## src/rtl/pwake_pkg.sv

```systemverilog
package pwake_pkg;
  typedef struct packed {
    logic loadBalance;
    logic forceIdle;
  } ctrlStrobe_t;
endpackage

```

## src/rtl/pwake_datapath.sv

```systemverilog
module pwake_datapath
  import pwake_pkg::*;
#(
  parameter int NUM_LINES   = 8,
  parameter int SYNC_STAGES = 2,
  parameter bit ODD_PARITY  = 1'b1
) (
  input  logic                 clk,
  input  logic                 rstN,
  input  logic [NUM_LINES-1:0] lineIn,
  input  ctrlStrobe_t          strobes,
  output logic                 parityOk
);
  localparam int NUM_BITS = NUM_LINES + 1;
  localparam int LEAVES   = 1 << $clog2(NUM_BITS);
  localparam int NODES    = 2 * LEAVES - 1;

  logic [NUM_LINES-1:0] syncLines;
  logic                 balanceBit;
  logic [NODES-1:0]     treeNode;

  // per-line synchroniser chains
  for (genvar g = 0; g < NUM_LINES; g++) begin : gSync
    logic [SYNC_STAGES-1:0] stageQ;
    always_ff @(posedge clk) begin
      if (!rstN) stageQ <= '0;
      else       stageQ <= {stageQ[SYNC_STAGES-2:0], lineIn[g]};
    end
    assign syncLines[g] = stageQ[SYNC_STAGES-1];
  end

  // leaves of the parity tree: lines, balance bit, zero padding
  for (genvar l = 0; l < LEAVES; l++) begin : gLeaf
    if (l < NUM_LINES) begin : gLine
      assign treeNode[LEAVES-1+l] = syncLines[l];
    end else if (l == NUM_LINES) begin : gBal
      assign treeNode[LEAVES-1+l] = balanceBit;
    end else begin : gPad
      assign treeNode[LEAVES-1+l] = 1'b0;
    end
  end

  // inner XOR nodes, balanced tree
  for (genvar n = 0; n < LEAVES - 1; n++) begin : gNode
    assign treeNode[n] = treeNode[2*n+1] ^ treeNode[2*n+2];
  end

  assign parityOk = (treeNode[0] == ODD_PARITY);

  // balance: flip when the current combination is off
  always_ff @(posedge clk) begin
    if (!rstN)                    balanceBit <= ODD_PARITY;
    else if (strobes.loadBalance) balanceBit <= balanceBit ^ ~parityOk;
  end
endmodule

```

## src/rtl/pwake_control.sv

```systemverilog
module pwake_control
  import pwake_pkg::*;
#(
  parameter int SYNC_STAGES = 2
) (
  input  logic        clk,
  input  logic        rstN,
  input  logic        rearmStrobe,
  input  logic        parityOk,
  output ctrlStrobe_t strobes,
  output logic        wakeN
);
  localparam int SETTLE  = SYNC_STAGES + 1;
  localparam int CNT_W   = $clog2(SETTLE + 1);

  logic [CNT_W-1:0] settleCnt;
  logic             settling;

  assign settling = (settleCnt < CNT_W'(SETTLE));

  always_ff @(posedge clk) begin
    if (!rstN)         settleCnt <= '0;
    else if (settling) settleCnt <= settleCnt + 1'b1;
  end

  always_comb begin
    strobes.loadBalance = settling | rearmStrobe;
    strobes.forceIdle   = settling | rearmStrobe;
  end

  always_ff @(posedge clk) begin
    if (!rstN)                  wakeN <= 1'b1;
    else if (strobes.forceIdle) wakeN <= 1'b1;
    else                        wakeN <= parityOk;
  end
endmodule

```

## src/rtl/parity_wake.sv

```systemverilog
module parity_wake
  import pwake_pkg::*;
#(
  parameter int NUM_LINES   = 8,
  parameter int SYNC_STAGES = 2
) (
  input  logic                 clk,
  input  logic                 rstN,
  input  logic [NUM_LINES-1:0] lineIn,
  input  logic                 rearmStrobe,
  output logic                 wakeN
);
  ctrlStrobe_t strobes;
  logic        parityOk;

  pwake_datapath #(
    .NUM_LINES(NUM_LINES), .SYNC_STAGES(SYNC_STAGES), .ODD_PARITY(1'b1)
  ) u_dp (
    .clk(clk), .rstN(rstN), .lineIn(lineIn), .strobes(strobes), .parityOk(parityOk)
  );

  pwake_control #(.SYNC_STAGES(SYNC_STAGES)) u_ctl (
    .clk(clk), .rstN(rstN), .rearmStrobe(rearmStrobe), .parityOk(parityOk),
    .strobes(strobes), .wakeN(wakeN)
  );
endmodule

```

## config.mk

```make
export PLATFORM = sky130hd
export DESIGN_NAME = parity_wake
export DESIGN_NICKNAME = d
export VERILOG_FILES = /design/src/rtl/pwake_pkg.sv /design/src/rtl/pwake_datapath.sv /design/src/rtl/pwake_control.sv /design/src/rtl/parity_wake.sv
export SDC_FILE = /design/constraint.sdc
export NUM_CORES = 1
export LEC_CHECK = 0
export BUFFER_PORTS_ARGS = -buffer_cell sky130_fd_sc_hd__buf_2
export CORE_MARGIN = 5
export CORE_UTILIZATION = 49
export CTS_BUF_LIST = sky130_fd_sc_hd__clkbuf_2 sky130_fd_sc_hd__clkbuf_4 sky130_fd_sc_hd__clkbuf_8
export DETAILED_ROUTE_END_ITERATION = 7
export MAX_ROUTING_LAYER = met4
export PLACE_DENSITY = 0.71
export SETUP_SLACK_MARGIN = 0.5
export SYNTH_ARGS = -nofsm -noshare
export SYNTH_HDL_FRONTEND = slang
export SYNTH_SLANG_ARGS = --single-unit
```

## constraint.sdc

```tcl
create_clock -name clk -period 1.1 [get_ports clk]
set_input_delay 0.33 -clock clk [delete_from_list [all_inputs] [get_ports clk]]
set_output_delay 0.33 -clock clk [all_outputs]
set_load 0.005 [all_outputs]
```

After elaboration in Yosys (flattened, before gate mapping). Cells that the tools add are included. W data, S select, Z words.

Bitwise gates (word level): 12. $lt $le $gt $ge: 1. $add $sub $neg: 1. Reductions and logical operators: 1.

Operators with widths (count): $xor A1 B1 Y1 (9); $add A2 B1 Y2 const B (1); $lt A2 B2 Y1 const B (1); $not A1 Y1 (2); $reduce_or A2 Y1 (1); $or A1 B1 Y1 (1).

Logic and storage cells: 26. Register bits: 20. Output and inout port bits: 1. Input bits: 11.

Longest topological paths before layout.
Depth in word-level cells: 6. Mapped depth: 4. Gate-level depth less buffers: 4.

Cells and area by module. Synthesis repeated with hierarchy kept, for this count alone.

Cell total of the unflattened synthesis: 56. Area, all modules: 660.6 um^2.

Modules (own cells, without submodules): pwake_datapath (area an instance 531.8 um^2, times used 1, cells each 45, seq. area each 340.3 um^2); pwake_control (area an instance 128.9 um^2, times used 1, cells each 11, seq. area each 60.1 um^2).

Least setup slack after synthesis. No wires, ideal clock.

Path kind: reg-to-reg. From: register u_ctl.settleCnt[0]. To: register u_ctl.wakeN. Path buffers: 0. Path slack: -0.153 ns. Setup time: 0.123 ns. Cell stages (with the launch flop): 5. Period minus slack after synthesis: 1.253 ns. Data required time: 0.977 ns. Data arrival time: 1.130 ns. Cells stage by stage: dfxtp_1 -> ha_1 -> nor2b_1 -> nand3_1 -> mux2_1.

Cells in the longest elaborated chain, start to end: 3.

Ends and longest elaborated chain: start: declaration (line pwake_control.sv:16) `logic [CNT_W-1:0] settleCnt;`; start signal: assignment (line pwake_control.sv:23) `else if (settling) settleCnt <= settleCnt + 1'b1;`; $lt A2 B2 Y1 (line pwake_control.sv:19) `assign settling = (settleCnt < CNT_W'(SETTLE));`; $or A1 B1 Y1 (line pwake_control.sv:28) `strobes.forceIdle = settling | rearmStrobe;`; $reduce_or A2 Y1 (no line); end signal: assignment (line pwake_control.sv:34) `else wakeN <= parityOk;`; end: declaration (line pwake_control.sv:11) `output logic wakeN`.

No other way between the ends. A chain may end at the register's enable or synchronous reset.

Worst setup path in the final report.
From: register u_dp.gSync[2].stageQ[1]. To: register u_ctl.wakeN.

Cells in the longest elaborated chain, start to end: 4.

Ends and longest elaborated chain: start: declaration (line pwake_datapath.sv:24) `logic [SYNC_STAGES-1:0] stageQ;`; start signal: assignment (line pwake_datapath.sv:27) `else stageQ <= {stageQ[SYNC_STAGES-2:0], lineIn[g]};`; $xor A1 B1 Y1 (4 in a row) (line pwake_datapath.sv:45) `assign treeNode[n] = treeNode[2*n+1] ^ treeNode[2*n+2];`.

No other way between the ends.

==> impl_results.md <==
* Status: finished, violations left
* Failing checks: setup timing
* CP Buf/Inv Count at 0
* Post-synthesis mux area share at 0.0325
* Place WS at -182 ps
* DPL Wire Length at slightly below 600 µm
* Worst Path Max Fanout at 2
* CTS tree: yes
* HP Class: in -> reg
* Vias at ~400
* TritonCTS Buffers at 3
* Clk sink count at 20
* Final worst-path setup slack at -216 ps
* Synth Warn # at 0
* # nets final at 88
* Setup Total Neg Slack at -393 ps
* #FFs+latches synth at 20
* Max stage delay on crit path at 340 ps
* Critical path cell sequence: xor2_2 -> xnor2_2 -> xnor2_1 -> mux2_1
* Main combinational cell family by area after synthesis: simple AND/OR/NAND/NOR gates
* Port bufs at 11
* Syn Inst Count at 56
* Share of the synthesized area in the top cell type at 0.612
* Hold-fix buffers, CTS at 0
* Worst path required time at 1290 ps
* Slew Limit Fails at 0
* Share of layout cells above drive strength 1 at 0.413
* First-pass DRT Iterations at 2
* Max VDD drop at between 1000 and 1500 µV
* Area contributors post-synth: dfxtp_1 61%, and2_1 16%, xnor2_1 9.4%, ha_1 1.9%, nor2b_1 1.9%
* CP top delay family: XOR/XNOR gates
* Clock slew at reported path FFs at 100 ps
* Row count at 13
* Hold Path Depth at 2
* XOR/XNOR Fraction of Synth Area at 0.107
* Fmax at 0.760 GHz
* Slew margin rel. at 0.869
* Worst clock skew at 2.69 ps
* WL/cell at roughly 9.5 µm
* Worst slew pin tran at roughly 200 ps
* Worst Min Path Start: lineIn[4]
* R2R cell count at 4
* Worst-skew pair later-pin latency at roughly 290 ps
* Routed Antenna Nets at 0
* Total of max-cap violations at 0
* Routability cong. at between 0.6 and 0.7
* Post-synthesis adder-cell area fraction at 0.0191
* RSZ-0062 raised after global routing: yes
* Reg-to-Reg End: u_ctl.wakeN
* Initial Utilization at 0.509
* Final hold violations at 0
* Leakage at roughly 0.00036 µW
* Final setup vio count at 2
* Die Footprint at between 2000 and 2500 µm²
* Area delta synth->final at 31.4%
* GRT Util Overall at 0.104
* DRT iter0 DRCs at 1
* Core Box Area at 1280 µm²
* Die width at around 47 µm
* Yosys cell types at 13
* Number of placed I/O pins at 12
* Inserted Diodes at 0
* Largest net degree at the start of global routing at 15
* Post-synthesis simple-gate area fraction at 0.207
* Global-route wire length before repair at roughly 1400 µm
* Worst EP arrival at 1510 ps
* Vias per inst at roughly 4.4
* CP startpoint kind: flip-flop
* H-tree levels at 1
* CP max-delay cell: dfxtp_2
* Synth area leader: dfxtp_1
* Post-synthesis cell area at approximately 650 µm²
* Vias in the first global route at roughly 380
* Die Y at 46.5 µm
* CTS root buffer: clkbuf_4
* Crit Path Category: reg -> reg
* Final Total Pwr at between 1000 and 1500 µW
* Post-synthesis compound-gate area fraction at 0.0115
* Sequential area share after synthesis at 0.612
* Fin util at 0.669
* CTS Buffer Depth at 2
* Power Dens Cells at about 1700 nW/µm²
* R2R Setup Slk at -220 ps
* R2r startpoint: u_dp.gSync[2].stageQ[1]
* Total grt overflow at 0
* Detailed Route WL at roughly 860 µm
* Worst Hold Path EP: u_dp.gSync[4].stageQ[0]
* Remaining DRCs at 0
* Fin crit period at ~1300 ps
* Final Cycle Share at 1.20
* Syn Nets at between 60 and 70
* Mean Syn Cell Area at 11.7 µm²
* Crit path capture type: flip-flop
* Initial antenna violation count at 0
==> synth_stat cells <==
master / number
and2_1: 17
nand2_1: 1
mux2_1: 1
nand3b_1: 1
nand3_1: 1
dfxtp_1: 20
o211ai_1: 1
xor2_1: 1
clkbuf_1: 2
nor2b_1: 2
xnor2_1: 7
ha_1: 1
mux2i_1: 1
==> how the worst max path moves through the flow <==
stage                             from           to  slack [ps]  cells after the start
6_report       u_dp.gSync[2].stageQ[1]  u_ctl.wakeN        -220                      4
5_1_grt        u_dp.gSync[2].stageQ[1]  u_ctl.wakeN        -280                      4
4_1_cts        u_dp.gSync[2].stageQ[1]  u_ctl.wakeN        -200                      4
3_5_place_dp   u_dp.gSync[2].stageQ[1]  u_ctl.wakeN        -180                      4
3_3_place_gp   u_dp.gSync[1].stageQ[1]  u_ctl.wakeN        -160                      4
2_1_floorplan  u_dp.gSync[3].stageQ[1]  u_ctl.wakeN        -110                      4
==> metal layers <==
layer,up-vias,wire length (µm),GRT usage
li1,210,-,-
met1,173,360,0.0967
met2,8,423,0.170
met3,2,58,0.0234
met4,0,16,0.102
met5,-,0,-
==> stage by stage <==
stage | area [µm²] | hold slack [ps] | cells
after detailed placement | 769 | 424 | 84
final | 860 | 235 | 90
after floorplan | 693 | 412 | 56
after CTS | 825 | 228 | 89
after global routing | 860 | 222 | 90
after global placement | 769 | 414 | 84
==> area by class of cell <==
type / instances / area, µm²
clock buffers: 4 / 36.3
flip-flops and latches: 20 / 405
well taps: 15 / 18.8
repair buffers: 17 / 108
fillers: 98 / 425
multi-input cells: 34 / 292
==> registers in the layout (all words and copies together), names as in the netlist <==
signal	cells
u_dp.gSync.stageQ	16
u_dp.balanceBit	1
u_ctl.wakeN	1
u_ctl.settleCnt	2
==> cell usage in the layout, fill, tap and decap left out, drive strengths merged <==
cell | Yosys | routed
and2 | 17 | 17
buf | 0 | 17
clkbuf | 2 | 4
dfxtp | 20 | 20
ha | 1 | 1
mux2 | 1 | 1
mux2i | 1 | 1
nand2 | 1 | 1
nand3 | 1 | 1
nand3b | 1 | 1
nor2b | 2 | 2
o211ai | 1 | 1
xnor2 | 7 | 7
xor2 | 1 | 1
==> timing repair <==
item,in CTS,in global routing
resized for setup,2,5
pin swaps,2,3
setup buffers,1,1
setup endpoints to repair,5,15
==> cell families (layout without fill, tap and decap cells) <==
| group | after synthesis | count (layout) |
|---|---|---|
| buffers and inverters | 2 | 21 |
| AOI/OAI and AO/OA | 1 | 1 |
| DFF | 20 | 20 |
| muxes | 2 | 2 |
| adders and majority gates | 1 | 1 |
| and+or+nand+nor | 22 | 22 |
| xor gates and xnor gates | 8 | 8 |
==> where the power goes <==
part / internal, µW / switching [µW] / leakage, µW / total, µW
sequential: 780 / 29.2 / 0.000167 / 810
combinational: 155 / 75.0 / 0.000170 / 230
clock: 202 / 205 / 0.0000210 / 407
total: 1140 / 310 / 0.000358 / 1450
Note: power is estimated with default switching activity, not from simulation.
